<file path="config.mk">
export PLATFORM = sky130hd
export DESIGN_NAME = flag_alu8
export DESIGN_NICKNAME = d
export VERILOG_FILES = /design/src/rtl/alu8_pkg.sv /design/src/rtl/alu8_addsub.sv /design/src/rtl/alu8_shifter.sv /design/src/rtl/alu8_cond_sel.sv /design/src/rtl/flag_alu8.sv
export SDC_FILE = /design/constraint.sdc
export NUM_CORES = 1
export LEC_CHECK = 0
export BUFFER_PORTS_ARGS = -buffer_cell sky130_fd_sc_hd__buf_2
export CAP_MARGIN = 20
export CORE_MARGIN = 1
export CORE_UTILIZATION = 63
export DETAILED_ROUTE_END_ITERATION = 8
export PLACE_DENSITY = 0.84
export SLEW_MARGIN = 5
export SYNTH_ARGS = -nofsm -noshare
export SYNTH_HDL_FRONTEND = slang
export SYNTH_SLANG_ARGS = --single-unit
</file>
<file path="constraint.sdc">
create_clock -name clk -period 9.4 [get_ports clk]
set_input_delay 1.88 -clock clk [delete_from_list [all_inputs] [get_ports clk]]
set_output_delay 1.88 -clock clk [all_outputs]
set_load 0.01 [all_outputs]
</file>
<file path="src/rtl/alu8_pkg.sv">
package alu8_pkg;
   typedef enum logic [3:0] {
      OP_ADD   = 4'd0,
      OP_SUB   = 4'd1,
      OP_CMP   = 4'd2,
      OP_AND   = 4'd3,
      OP_OR    = 4'd4,
      OP_XOR   = 4'd5,
      OP_NOT   = 4'd6,
      OP_SHL   = 4'd7,
      OP_SHR   = 4'd8,
      OP_ROR   = 4'd9,
      OP_RMASK = 4'd10
   } alu_op_e;

   localparam int FL_Z = 0;
   localparam int FL_C = 1;
   localparam int FL_V = 2;
   localparam int FL_N = 3;
   localparam int FLAG_W = 4;
endpackage

</file>
<file path="src/rtl/alu8_addsub.sv">
module alu8_addsub #(
   parameter int DATA_W = 8
) (
   input  logic [DATA_W-1:0] a,
   input  logic [DATA_W-1:0] b,
   input  logic              sub,
   input  logic              cin,
   output logic [DATA_W-1:0] res,
   output logic              carry,
   output logic              ovf
);
   localparam int EXT_W = DATA_W + 1;

   logic [EXT_W-1:0] a_ext, b_ext, c_ext, sum_ext, rhs_ext;

   always_comb begin
      a_ext   = {1'b0, a};
      b_ext   = {1'b0, b};
      c_ext   = {{DATA_W{1'b0}}, cin};
      rhs_ext = b_ext + c_ext;
      if (sub) begin
         sum_ext = a_ext - rhs_ext;
         carry   = (a_ext < rhs_ext);
         ovf     = (a[DATA_W-1] != b[DATA_W-1]) && (sum_ext[DATA_W-1] != a[DATA_W-1]);
      end else begin
         sum_ext = a_ext + rhs_ext;
         carry   = sum_ext[DATA_W];
         ovf     = (a[DATA_W-1] == b[DATA_W-1]) && (sum_ext[DATA_W-1] != a[DATA_W-1]);
      end
      res = sum_ext[DATA_W-1:0];
   end
endmodule

</file>
<file path="src/rtl/alu8_shifter.sv">
module alu8_shifter #(
   parameter int DATA_W = 8,
   localparam int AMT_W = $clog2(DATA_W)
) (
   input  logic [DATA_W-1:0] a,
   input  logic [AMT_W-1:0]  amt,
   input  logic [AMT_W-1:0]  mcnt,
   output logic [DATA_W-1:0] shl_res,
   output logic              shl_c,
   output logic [DATA_W-1:0] shr_res,
   output logic              shr_c,
   output logic [DATA_W-1:0] ror_res,
   output logic              ror_c,
   output logic [DATA_W-1:0] rmask_res
);
   localparam int DBL_W = 2 * DATA_W;

   logic [DATA_W:0]   left_ext;
   logic [DATA_W:0]   right_ext;
   logic [DBL_W-1:0]  dbl;
   logic [DATA_W-1:0] mask;

   always_comb begin
      left_ext  = {1'b0, a} << amt;
      shl_res   = left_ext[DATA_W-1:0];
      shl_c     = left_ext[DATA_W];

      right_ext = {a, 1'b0} >> amt;
      shr_res   = right_ext[DATA_W:1];
      shr_c     = right_ext[0];

      dbl       = {a, a} >> amt;
      ror_res   = dbl[DATA_W-1:0];
      ror_c     = right_ext[0];

      mask      = ({DATA_W{1'b1}} >> mcnt) & ~{{(DATA_W-1){1'b0}}, 1'b1};
      rmask_res = ror_res & mask;
   end
endmodule

</file>
<file path="src/rtl/alu8_cond_sel.sv">
module alu8_cond_sel #(
   parameter int N_FLAG = 4,
   parameter int N_STAT = 4,
   localparam int N_COND = N_FLAG + N_STAT,
   localparam int SEL_W  = $clog2(N_COND)
) (
   input  logic [N_FLAG-1:0] flag_i,
   input  logic [N_STAT-1:0] stat_i,
   input  logic [SEL_W-1:0]  sel,
   output logic              bit_o
);
   logic [N_COND-1:0] pool;

   for (genvar i = 0; i < N_FLAG; i++) begin : g_flag
      assign pool[i] = flag_i[i];
   end
   for (genvar j = 0; j < N_STAT; j++) begin : g_stat
      assign pool[N_FLAG + j] = stat_i[j];
   end

   assign bit_o = pool[sel];
endmodule

</file>
<file path="src/rtl/flag_alu8.sv">
module flag_alu8
   import alu8_pkg::*;
#(
   parameter int DATA_W = 8,
   parameter int N_STAT = 4,
   localparam int AMT_W = $clog2(DATA_W),
   localparam int SEL_W = $clog2(FLAG_W + N_STAT)
) (
   input  logic              clk,
   input  logic              rst_n,
   input  logic              op_valid,
   input  logic [3:0]        opcode,
   input  logic [DATA_W-1:0] opnd_a,
   input  logic [DATA_W-1:0] opnd_b,
   input  logic              use_carry,
   input  logic [AMT_W-1:0]  amount,
   input  logic [AMT_W-1:0]  mask_cnt,
   input  logic [SEL_W-1:0]  cond_sel,
   input  logic [N_STAT-1:0] xcvr_stat,
   output logic [DATA_W-1:0] result,
   output logic [FLAG_W-1:0] flags,
   output logic              cond_bit
);
   if (DATA_W < 2 || (1 << AMT_W) != DATA_W) begin : g_bad_width
      $error("flag_alu8: DATA_W must be a power of two and at least 2");
   end
   if (FLAG_W + N_STAT != (1 << SEL_W)) begin : g_bad_stat
      $error("flag_alu8: flag and status count must fill the selector space");
   end

   alu_op_e           op;
   logic              cin;
   logic [DATA_W-1:0] as_res;
   logic              as_c, as_v;
   logic [DATA_W-1:0] shl_res, shr_res, ror_res, rmask_res;
   logic              shl_c, shr_c, ror_c;
   logic [DATA_W-1:0] res_d, res_q;
   logic [FLAG_W-1:0] fl_d, fl_q;
   logic [DATA_W-1:0] nz_src;
   logic              upd_nz;

   assign op  = alu_op_e'(opcode);
   assign cin = use_carry & fl_q[FL_C];

   alu8_addsub #(.DATA_W(DATA_W)) u_addsub (
      .a(opnd_a), .b(opnd_b), .sub(op != OP_ADD), .cin(cin),
      .res(as_res), .carry(as_c), .ovf(as_v)
   );

   alu8_shifter #(.DATA_W(DATA_W)) u_shift (
      .a(opnd_a), .amt(amount), .mcnt(mask_cnt),
      .shl_res(shl_res), .shl_c(shl_c),
      .shr_res(shr_res), .shr_c(shr_c),
      .ror_res(ror_res), .ror_c(ror_c),
      .rmask_res(rmask_res)
   );

   always_comb begin
      res_d  = res_q;
      fl_d   = fl_q;
      nz_src = '0;
      upd_nz = 1'b0;
      if (op_valid) begin
         unique case (op)
            OP_ADD, OP_SUB: begin
               res_d = as_res; nz_src = as_res; upd_nz = 1'b1;
               fl_d[FL_C] = as_c; fl_d[FL_V] = as_v;
            end
            OP_CMP: begin
               nz_src = as_res; upd_nz = 1'b1;
               fl_d[FL_C] = as_c; fl_d[FL_V] = as_v;
            end
            OP_AND: begin res_d = opnd_a & opnd_b; nz_src = res_d; upd_nz = 1'b1; end
            OP_OR:  begin res_d = opnd_a | opnd_b; nz_src = res_d; upd_nz = 1'b1; end
            OP_XOR: begin res_d = opnd_a ^ opnd_b; nz_src = res_d; upd_nz = 1'b1; end
            OP_NOT: begin res_d = ~opnd_a;         nz_src = res_d; upd_nz = 1'b1; end
            OP_SHL: begin
               res_d = shl_res; nz_src = shl_res; upd_nz = 1'b1; fl_d[FL_C] = shl_c;
            end
            OP_SHR: begin
               res_d = shr_res; nz_src = shr_res; upd_nz = 1'b1; fl_d[FL_C] = shr_c;
            end
            OP_ROR: begin
               res_d = ror_res; nz_src = ror_res; upd_nz = 1'b1; fl_d[FL_C] = ror_c;
            end
            OP_RMASK: res_d = rmask_res;
            default: ;
         endcase
         if (upd_nz) begin
            fl_d[FL_Z] = (nz_src == '0);
            fl_d[FL_N] = nz_src[DATA_W-1];
         end
      end
   end

   always_ff @(posedge clk or negedge rst_n) begin
      if (!rst_n) begin
         res_q <= '0;
         fl_q  <= '0;
      end else begin
         res_q <= res_d;
         fl_q  <= fl_d;
      end
   end

   alu8_cond_sel #(.N_FLAG(FLAG_W), .N_STAT(N_STAT)) u_cond (
      .flag_i(fl_q), .stat_i(xcvr_stat), .sel(cond_sel), .bit_o(cond_bit)
   );

   assign result = res_q;
   assign flags  = fl_q;
endmodule

</file>
## Word-level counts from Yosys, hierarchy flattened

Cells that the tools add are included.

- Reductions and logical operators: 15
- Shifts and indexed selects: 4
- Bitwise gates (word level): 6
- Equal/unequal tests: 14
- $add $sub $neg: 3
- Magnitude comparators: 2
- Muxes and demuxes: 11

Operators by type and width:

| operator | number |
|---|---|
| one-hot mux 8 bit (9 select lines) | 1 |
| one-hot mux 8 bit (8 select lines) | 1 |
| bitwise AND 8 bit | 2 |
| == test 4 x 3 -> 1 bit, second input constant | 4 |
| 2-to-1 mux 8 bit | 2 |
| right shift 16 x 3 -> 8 bit | 1 |
| == test 4 bit, second input constant | 3 |
| OR reduction 10 bit | 1 |
| adder 8 x 1 -> 9 bit | 1 |
| adder 8 x 9 -> 9 bit | 1 |
| less-than comparator 8 x 9 -> 1 bit | 1 |
| nonzero test 9 bit | 1 |
| left shift 8 x 3 -> 9 bit | 1 |
| right shift 9 x 3 -> 9 bit | 1 |
| == test 4 x 2 -> 1 bit, second input constant | 2 |
| zero test 8 bit | 1 |
| inverter 8 bit | 1 |
| OR 8 bit | 1 |
| AND reduction 2 bit | 4 |
| right shift 8 x 3 -> 8 bit, first input constant | 1 |
| subtractor 8 bit | 1 |
| bitwise XOR 8 bit | 1 |
| 2-to-1 mux 1 bit | 5 |
| == test 4 x 1 -> 1 bit, second input constant | 1 |
| 12 further kinds | 16 |

- Output and inout port bits: 13
- Word-level logic and storage cells: 59
- Flip-flop bits (word level): 12

## Logic depth before layout (Yosys ltp)

Gate-level depths: netlist of run 1.

- Word-level depth: 7
- Gate-level depth with buffers: 14

## Modules after synthesis

From an unflattened synthesis of run 1, not the netlist that was laid out.

- Cells, all modules: 453
- Area total of the unflattened synthesis: 3502.1 sq um

Modules (own cells, without submodules):

| module | cells each | area each (sq um) | sequential area each (sq um) | times used |
|---|---|---|---|---|
| flag_alu8 | 210 | 1654.1 | 300.3 | 1 |
| alu8_addsub | 126 | 892.1 | 0.0 | 1 |
| alu8_shifter | 114 | 892.1 | 0.0 | 1 |
| alu8_cond_sel | 3 | 63.8 | 0.0 | 1 |

## Worst setup path after synthesis of run 1

No wires, ideal clock.

- Path type: input-to-output
- Start point: in cond_sel[0]
- End point: out cond_bit
- Slack: 4.887 ns
- Cell stages on the path: 2
- Path buffers: 0
- Arrival time: 2.633 ns
- Cell sequence: mux4_2 > mux2_2

- Longest elaborated chain between the ends: 2

Ends and longest elaborated chain:

| item | RTL line | RTL |
|---|---|---|
| from (decl) | flag_alu8.sv:18 | `input logic [SEL_W-1:0] cond_sel,` |
| binary-select mux 1 bit (select 3 bit) | alu8_cond_sel.sv:21 | `assign bit_o = pool[sel];` |
| 2-to-1 mux 1 bit (not written as such) | alu8_cond_sel.sv:21 |  |
| to (decl) | flag_alu8.sv:22 | `output logic cond_bit` |

No other way between the ends. The select of a mux whose other input is x is not followed.

## Final worst setup path of run 1

Same ends and word-level chain as after synthesis.

==> flow_metrics.py, run 1 <==
metrics = {
    "clocking": {
        "cts_buffers": 3,
        "clkTransAtPathRegs_ns": 0.05,
        "clockRootBuffer": "clkbuf_8",
        "cts_buffer_depth": 2,
        "cts_tree": "yes",
        "post_cts_resized": 0,
        "post_cts_buffers": 0,
        "htree_levels": 1,
        "cts.sinks": 12,
        "cts_hold_buf": 0,
        "clk_latency_ns": 0.24,
    },
    "final_layout": {
        "final_cell_mix": "52 x nand2_1, 49 x buf_2, 35 x nor2_1",
        "drive_above_1_share_pct": 16.8,
        "nets": 510,
        "antenna_cells": 0,
        "areaGrowthSynthToFinish_pct": 9.57,
        "final_common_cell": "nand2_1",
    },
    "routing": {
        "first_pass_iters": 6,
        "final_antenna_net_count": 0,
        "drt_wl_total_um": 8860,
        "route.detailed.drc": 0,
        "drt-wirelength-per-cell_um": 18.2,
        "drt_iter0_drc": 402,
        "vias_per_cell": 6.56,
        "route.vias.total": 3195,
    },
    "pwr": {
        "p_leak_nw": 1.49,
        "pwr-share-seq_pct": 23.2,
        "power_frac_comb_pct": 61.6,
        "vdd_ir_drop_max_mv": 0.0960,
        "powerDensity_nw_per_um2": 99.5,
        "p_int_mw": 0.170,
        "p_clk_share_pct": 15.2,
        "switchingPower_mw": 0.143,
        "p_total_mw": 0.312,
        "netSwitchingFraction_pct": 45.6,
    },
    "setup_path": {
        "critPathMaxFanout": 2,
        "worstPathArrival_ns": 2.89,
        "cp-end-kind": "primary output",
        "cp_slowest_cell": "mux4_2",
        "worst_setup_path_start_kind": "primary input",
        "slowest_delay_ns": 0.49,
        "crit_type": "primary input to primary output",
        "critPathMostFrequentCell": "buf_2",
        "cp_data_required_time_ns": 7.52,
        "path_cells": "buf_2, mux4_2, mux2_2, buf_2",
    },
    "timing": {
        "setup_viol": 0,
        "max_slew_margin_pct": 41.5,
        "period_share_pct": 50.7,
        "worst_pin_slew_ns": 0.871,
        "finClkSkew_ns": 0.00262,
        "setup_tns_ns": 0,
        "finalHoldViolCount": 0,
        "post-route-min-period_ns": 4.77,
        "timing.final.max_slew_violations": 0,
        "fmax_ghz": 0.210,
        "rsz0062_at_grt": "false",
    },
    "global_routing": {
        "grt_use_total_pct": 37.6,
        "grt_antenna_before_repair": 0,
        "grt_pass1_wl_um": 14700,
        "grt_max_degree": 26,
        "grt_pass1_vias": 3035,
        "overflow": 0,
    },
    "floorplanning": {
        "num_rows": 24,
        "core_um2": 4350,
        "ios": 50,
        "die-area_um2": 4820,
        "die-height_um": 69.4,
        "die_w_um": 69.4,
        "start_util_pct": 65.8,
    },
    "worst_hold_path": {
        "hp-class": "register to register",
    },
    "place": {
        "gp_congestion": 0.963,
        "place_hpwl_um": 7120,
        "portBuffers": 49,
    },
    "yosys": {
        "syn-num-nets": 473,
        "async_reset_ff_share_pct": 100,
        "synthesis.instances": 400,
        "synth_adder_area_share_pct": 16.3,
        "synthMuxAreaShare_pct": 11.1,
        "ys_warn_count": 0,
        "yosys.area_share.simple_pct": 25.8,
        "synth_compound_area_share_pct": 24.6,
        "synthXorXnorAreaFrac_pct": 4.89,
        "synth_top_family_by_area": "simple AND/OR/NAND/NOR gates",
        "synth-seq-cells": 12,
        "synth_cell_types": 63,
        "syn_area_um2": 2860,
        "synthFlopType": "dfrtp_1",
        "synth_edf_count": 0,
        "ys_seq_area_share_pct": 10.5,
        "avgSynthCellArea_um2": 7.16,
    },
    "status": {
        "outcome": "complete, no violations",
    },
    "job": {
        "cap_violations": 0,
    },
}
==> registers in the layout, indices dropped and copies added, names as in the netlist <==
signal,cells
flags,4
result,8
==> power by group through the flow <==
stage                     clock network [mW]  logic, mW  registers, mW
after global placement                     0      0.182         0.0725
after detailed placement                   0      0.187         0.0728
after global routing                  0.0496      0.210         0.0736
final                                 0.0476      0.192         0.0724
after CTS                             0.0477      0.188         0.0721
after floorplan                            0      0.118         0.0778
==> synth_stat cells, types with 3 or more instances <==
master / number / share of area, %
nand4_1: 3 / 0.66
xor2_1: 5 / 1.5
xnor2_1: 11 / 3.4
and2_1: 3 / 0.66
a2bb2oi_1: 4 / 1.2
mux4_2: 3 / 2.4
inv_1: 30 / 3.9
mux2_2: 8 / 3.1
nand2b_1: 7 / 1.5
nor2b_1: 6 / 1.3
a21boi_0: 3 / 0.79
clkbuf_1: 11 / 1.4
nor3_1: 14 / 2.4
a21oi_1: 27 / 4.7
o21ai_0: 31 / 5.4
nand2_1: 52 / 6.8
or3_1: 3 / 0.66
a22oi_1: 4 / 1.0
dfrtp_1: 12 / 10
mux2i_1: 16 / 5.6
ha_1: 34 / 15
nand3_1: 17 / 3.0
a221oi_1: 4 / 1.2
nor2_1: 35 / 4.6
o21a_1: 3 / 0.79
buf_2: 5 / 0.87
==> stage by stage <==
step | instances | hold WS [ns] | util (%) | cell area [um2] | setup WS (ns)
floorplan | 400 | 0.516 | - | 2860 | 4.89
global placement | 484 | 0.459 | 71.1 | 3100 | 4.61
detailed placement | 484 | 0.466 | 71.1 | 3100 | 4.52
CTS | 487 | 0.479 | 72.1 | 3140 | 4.63
global route | 487 | 0.496 | 72.1 | 3140 | 4.44
finish | 487 | 0.477 | 72.1 | 3140 | 4.63
==> kinds of logic after synthesis <==
kind of cell | Yosys count
buffers and inverters | 49
adder cells (fa/ha/maj) | 36
AND/OR/NAND/NOR | 154
multiplexers | 27
XOR/XNOR | 16
AO/OA/AOI/OAI | 106
flip-flops | 12
==> worst max-delay path, delay by kind of cell <==
kind / cells / cell delay [ns]
mux: 2 / 0.76
buf+inv: 2 / 0.24
==> final timing paths <==
check | start | end | slack, ns | cells after the start
worst max-delay path | cond_sel[0] | cond_bit | 4.63 | 4
worst min-delay path | result[1]$_DFFE_PN0P_ | result[1]$_DFFE_PN0P_ | 0.48 | 1
worst max register to register | flags[1]$_DFFE_PN0P_ | flags[0]$_DFFE_PN0P_ | 5.95 | 13
worst min register to register | result[1]$_DFFE_PN0P_ | result[1]$_DFFE_PN0P_ | 0.48 | 1
max in group asynchronous | rst_n | flags[3]$_DFFE_PN0P_ | 7.67 | 1
min in group asynchronous | rst_n | result[3]$_DFFE_PN0P_ | 1.51 | 1
==> layout make-up <==
class                           instances  area (um2)
Multi-Input combinational cell        339        2370
Fill cell                             391        1220
Timing Repair Buffer                   49         245
Tap cell                               52        65.1
Inverter                               32         120
Clock buffer                            3        41.3
Sequential cell                        12         300
==> layer usage <==
metal	share of wire, %	vias up	global-route usage (%)
met5	0	-	0
met4	3.2	0	10.7
met3	9.5	28	7.27
met2	46	203	62.5
met1	41	1463	49.6
li1	-	1501	-
(Power assumes the default switching activity.)
==> run 2, diff against run 1 <==
--- a/config.mk
+++ b/config.mk
@@ -8,9 +8,9 @@
 export BUFFER_PORTS_ARGS = -buffer_cell sky130_fd_sc_hd__buf_2
 export CAP_MARGIN = 20
 export CORE_MARGIN = 1
-export CORE_UTILIZATION = 63
+export CORE_UTILIZATION = 53
 export DETAILED_ROUTE_END_ITERATION = 8
-export PLACE_DENSITY = 0.84
+export PLACE_DENSITY = 0.75
 export SLEW_MARGIN = 5
 export SYNTH_ARGS = -nofsm -noshare
 export SYNTH_HDL_FRONTEND = slang
==> constraint.sdc (replaced) <==
create_clock -name clk -period 4.3 [get_ports clk]
set_input_delay 0.86 -clock clk [delete_from_list [all_inputs] [get_ports clk]]
set_output_delay 0.86 -clock clk [all_outputs]
set_load 0.01 [all_outputs]
==> flow_metrics.py, run 2 (synthesis gave the netlist of run 1 again) <==
metrics = {
    "routing": {
        "drt-wirelength-per-cell_um": 16.7,
        "first_pass_iters": 5,
        "final_antenna_net_count": 0,
        "vias_per_cell": 6.06,
        "route.detailed.drc": 0,
        "drt_wl_total_um": 8430,
        "drt_iter0_drc": 270,
        "route.vias.total": 3068,
    },
    "final_layout": {
        "final_common_cell": "nand2_1",
        "final_area_um2": 3170,
        "drive_above_1_share_pct": 17.0,
        "largest_register_ffs": 8,
        "antenna_cells": 0,
        "nets": 510,
        "areaGrowthSynthToFinish_pct": 10.8,
        "final_cell_mix": "52 x nand2_1, 49 x buf_2, 35 x nor2_1",
        "fill_cells": 517,
    },
    "place": {
        "placed_area_um2": 3120,
        "gp_congestion": 0.983,
        "place_hpwl_um": 6920,
        "portBuffers": 49,
    },
    "timing": {
        "setup_viol": 0,
        "timing.final.max_slew_violations": 0,
        "rsz0062_at_grt": "false",
        "max_slew_margin_pct": 44.0,
        "worst_pin_slew_ns": 0.833,
        "post-route-min-period_ns": 3.54,
        "fmax_ghz": 0.282,
        "period_share_pct": 82.4,
        "finalHoldViolCount": 0,
        "finClkSkew_ns": 0.00641,
        "setup_tns_ns": 0,
    },
    "setup_path": {
        "slowest_delay_ns": 0.41,
        "critPathMaxFanout": 3,
        "cp-end-kind": "register",
        "cp_slowest_cell": "fa_1",
        "cp_data_required_time_ns": 4.44,
        "worstPathArrival_ns": 3.69,
        "r2r_cells": 13,
        "r2r-start": "flags[1]$_DFFE_PN0P_",
        "crit_type": "primary input to register",
        "r2r-end": "flags[0]$_DFFE_PN0P_",
        "ff2ff_setup_slack_ns": 1.03,
        "path_cells": "buf_2, and2_1, ha_1, ha_1, inv_1, fa_1, nor3b_1, nor3_1, nor3_1, a2111oi_0, a21oi_1, xnor2_1, o31a_1, o41ai_2",
        "worst_setup_path_start_kind": "primary input",
    },
    "clocking": {
        "cts_buffers": 3,
        "htree_levels": 1,
        "clockRootBuffer": "clkbuf_8",
        "clkTransAtPathRegs_ns": 0.06,
        "cts.sinks": 12,
        "cts_tree": "yes",
        "clk_latency_ns": 0.25,
        "cts_buffer_depth": 2,
        "cts_hold_buf": 0,
        "post_cts_buffers": 0,
        "post_cts_resized": 0,
    },
    "pwr": {
        "p_clk_share_pct": 18.2,
        "switchingPower_mw": 0.311,
        "p_total_mw": 0.701,
        "p_leak_nw": 1.49,
        "p_int_mw": 0.390,
        "power_frac_comb_pct": 59.5,
        "pwr-share-seq_pct": 22.4,
        "powerDensity_nw_per_um2": 221,
        "vdd_ir_drop_max_mv": 0.187,
        "netSwitchingFraction_pct": 44.4,
    },
    "global_routing": {
        "grt_max_degree": 26,
        "overflow": 0,
        "grt_use_total_pct": 31.0,
        "grt_pass1_wl_um": 13400,
        "grt_antenna_before_repair": 0,
        "grt_pass1_vias": 2795,
    },
    "floorplanning": {
        "num_rows": 26,
        "die-height_um": 75.5,
        "die-area_um2": 5700,
        "core_um2": 5140,
        "start_util_pct": 55.7,
        "die_w_um": 75.5,
        "ios": 50,
    },
    "worst_hold_path": {
        "hp-class": "primary input to async pin",
    },
    "job": {
        "cap_violations": 0,
    },
    "status": {
        "outcome": "complete, no violations",
    },
}
==> run 2: cell count changes in the layout (fill, tap and decap cells not counted) <==
cell and change:
clkbuf_8 +1
==> run 2: worst max-delay path by stage <==
stage / start / endpoint
3_5_place_dp: use_carry / flags[2]$_DFFE_PN0P_
6_report: use_carry / flags[0]$_DFFE_PN0P_
4_1_cts: use_carry / flags[2]$_DFFE_PN0P_
5_1_grt: use_carry / flags[0]$_DFFE_PN0P_
2_1_floorplan: use_carry / flags[0]$_DFFE_PN0P_
3_3_place_gp: use_carry / flags[0]$_DFFE_PN0P_
==> run 2: final cells by class <==
| cell class | count | area [um2] | area share (%) |
|---|---|---|---|
| flip-flops and latches | 12 | 300 | 9.46 |
| well taps | 70 | 87.6 | 2.76 |
| inverters | 32 | 120 | 3.78 |
| clock buffers | 4 | 55.1 | 1.73 |
| repair buffers | 49 | 245 | 7.73 |
| multi-input cells | 339 | 2370 | 74.5 |
==> run 2: per-layer routing <==
layer  up-vias  wire, um  GRT usage, %
met5         -         0             0
met4         0       303          10.7
met3        25       561          4.63
met2       120      3750          48.6
met1      1414      3820          43.5
li1       1509         -             -
==> run 2: stage by stage <==
step / instances / utilization, % / hold WS [ns] / setup WS (ns)
2_1_floorplan: 400 / - / 0.516 / 0.852
3_3_place_gp: 502 / 60.7 / 0.464 / 0.543
3_5_place_dp: 502 / 60.7 / 0.473 / 0.489
4_1_cts: 506 / 61.8 / 0.480 / 0.723
5_1_grt: 506 / 61.8 / 0.515 / 0.320
6_report: 506 / 61.8 / 0.476 / 0.759
==> run 2: critical path: cells and delay by family <==
kind,cells,cell delay [ns]
XOR/XNOR,1,0.20
adder cells (fa/ha/maj),3,0.92
AND/OR/NAND/NOR,4,0.55
AO/OA/AOI/OAI,4,0.98
buffers and inverters,2,0.19
==> run 2: power by group through the flow <==
stage / sequential (mW) / clock, mW / combinational [mW]
after global routing: 0.160 / 0.133 / 0.462
after detailed placement: 0.159 / 0 / 0.408
after CTS: 0.157 / 0.127 / 0.410
after floorplan: 0.170 / 0 / 0.258
after global placement: 0.158 / 0 / 0.400
final: 0.157 / 0.127 / 0.417
==> run 3, diff against run 2 <==
==> constraint.sdc (replaced) <==
create_clock -name clk -period 2.9 [get_ports clk]
set_input_delay 0.58 -clock clk [delete_from_list [all_inputs] [get_ports clk]]
set_output_delay 0.58 -clock clk [all_outputs]
set_load 0.01 [all_outputs]
==> flow_metrics.py, run 3 (synthesis gave the netlist of run 1 again) <==
metrics = {
    "pwr": {
        "p_leak_nw": 1.80,
        "vdd_ir_drop_max_mv": 0.276,
        "powerDensity_nw_per_um2": 325,
    },
    "clocking": {
        "cts_tree": "yes",
        "cts.sinks": 12,
        "cts_buffers": 3,
        "htree_levels": 1,
        "clkTransAtPathRegs_ns": 0.06,
        "clockRootBuffer": "clkbuf_8",
        "clk_latency_ns": 0.25,
        "cts_hold_buf": 0,
        "cts_buffer_depth": 2,
    },
    "timing": {
        "finClkSkew_ns": 0.00146,
        "period_share_pct": 105,
        "rsz0062_at_grt": "true",
        "fmax_ghz": 0.328,
        "whs_ns": 0.213,
        "worst_pin_slew_ns": 0.517,
        "finalHoldViolCount": 0,
        "post-route-min-period_ns": 3.04,
        "layout_setup_ws_ns": -0.145,
        "setup_tns_ns": -0.445,
        "setup_viol": 5,
        "max_slew_margin_pct": 65.5,
        "timing.final.max_slew_violations": 0,
    },
    "routing": {
        "drt_iter0_drc": 354,
        "drt_wl_total_um": 10100,
        "route.vias.total": 3398,
        "drt-wirelength-per-cell_um": 18.1,
        "route.detailed.drc": 0,
        "final_antenna_net_count": 0,
        "vias_per_cell": 6.11,
        "first_pass_iters": 6,
    },
    "global_routing": {
        "grt_pass1_wl_um": 14600,
        "grt_use_total_pct": 34.4,
        "overflow": 0,
        "grt_pass1_vias": 3061,
        "grt_max_degree": 20,
        "grt_antenna_before_repair": 0,
    },
    "setup_path": {
        "cp-end-kind": "register",
        "critPathMaxFanout": 3,
        "cp_data_required_time_ns": 3.05,
        "cp_slowest_cell": "or4_1",
        "crit_type": "primary input to register",
        "critPathMostFrequentCell": "ha_4",
        "critPathBufInv": 1,
        "slowest_delay_ns": 0.46,
        "path_cells": "buf_6, and2_4, ha_4, ha_4, ha_4, o21ba_4, or4_1, nand3b_1, a221oi_4, xor2_1, nand3_1, o211ai_1, o41ai_2",
        "worst_setup_path_start_kind": "primary input",
        "crit_family": "simple AND/OR/NAND/NOR gates",
        "worstPathArrival_ns": 3.19,
    },
    "status": {
        "outcome": "complete, but fails checks",
        "violations": "negative setup slack",
    },
    "place": {
        "placed_area_um2": 3510,
        "dp.cells": 548,
        "gp_congestion": 0.946,
        "portBuffers": 49,
        "place_hpwl_um": 7890,
    },
    "final_layout": {
        "fin_util_pct": 74.6,
        "areaGrowthSynthToFinish_pct": 33.8,
        "largest_register_ffs": 8,
        "final_cell_mix": "52 x nand2_1, 50 x buf_4, 48 x buf_2",
        "final_common_cell": "nand2_1",
        "final_area_um2": 3830,
        "instances_no_fill": 556,
        "drive_above_1_share_pct": 32.9,
        "nets": 560,
        "antenna_cells": 0,
    },
    "floorplanning": {
        "num_rows": 26,
        "core_um2": 5140,
        "ios": 50,
        "die-height_um": 75.5,
        "die-area_um2": 5700,
        "die_w_um": 75.5,
        "start_util_pct": 55.7,
    },
    "worst_hold_path": {
        "hp-class": "primary input to async pin",
    },
    "job": {
        "cap_violations": 0,
    },
}
-- run 3: changes by cell type in the layout (fill, tap and decap cells not counted), sizes merged --
cell	change
buf	+50
-- run 3: repair_timing --
| action | CTS | global route |
|---|---|---|
| pin swaps | 8 | 19 |
| gates resized for setup | 14 | 31 |
| setup buffers | 1 | 3 |
| cloned | 0 | 0 |
| setup endpoints to repair | 6 | 8 |
-- run 3: layout make-up --
| cell class | instances | area, um2 |
|---|---|---|
| clock buffers | 4 | 55.1 |
| fillers | 420 | 1310 |
| inverters | 32 | 123 |
| multi-input cells | 339 | 2640 |
| flip-flops and latches | 12 | 300 |
| well taps | 70 | 87.6 |
| repair buffers | 99 | 627 |
-- run 3: per-stage QoR --
step / power [mW] / setup WS, ns
after floorplan: 0.652 / -0.0907
after global placement: 0.937 / -0.377
after detailed placement: 0.954 / -0.440
after CTS: 1.16 / -0.0741
after global routing: 1.32 / -0.232
final: 1.24 / -0.145
-- run 3: routing by layer --
metal  wire length (um)  global-route usage (%)  vias up
li1                   -                       -     1607
met1               4210                    45.2     1613
met2               4820                    59.3      150
met3                731                    4.37       28
met4                325                    9.67        0
met5                  0                       0        -
-- run 3: path summary, 6_finish.rpt --
check / startpoint / endpoint / slack [ns] / depth (start not counted)
max: use_carry / flags[0]$_DFFE_PN0P_ / -0.14 / 13
min: rst_n / result[1]$_DFFE_PN0P_ / 0.21 / 1
max reg2reg: flags[1]$_DFFE_PN0P_ / flags[0]$_DFFE_PN0P_ / -0.10 / 12
min reg2reg: result[3]$_DFFE_PN0P_ / result[3]$_DFFE_PN0P_ / 0.48 / 2
max in group asynchronous: rst_n / result[7]$_DFFE_PN0P_ / 2.46 / 1
min in group clk: result[3]$_DFFE_PN0P_ / result[3]$_DFFE_PN0P_ / 0.48 / 2
-- run 3: power by group --
group / internal [mW] / switching, mW
registers: 0.208 / 0.0238
logic: 0.383 / 0.438
clock network: 0.120 / 0.0716
total: 0.711 / 0.533
-- run 3: worst reg2reg max path, delay by kind of cell (launching register included) --
family,cells,cell delay [ns]
xor gates and xnor gates,1,0.15
and+or+nand+nor,4,0.91
DFF,1,0.38
AOI/OAI and AO/OA,4,0.81
adders and majority gates,3,0.66
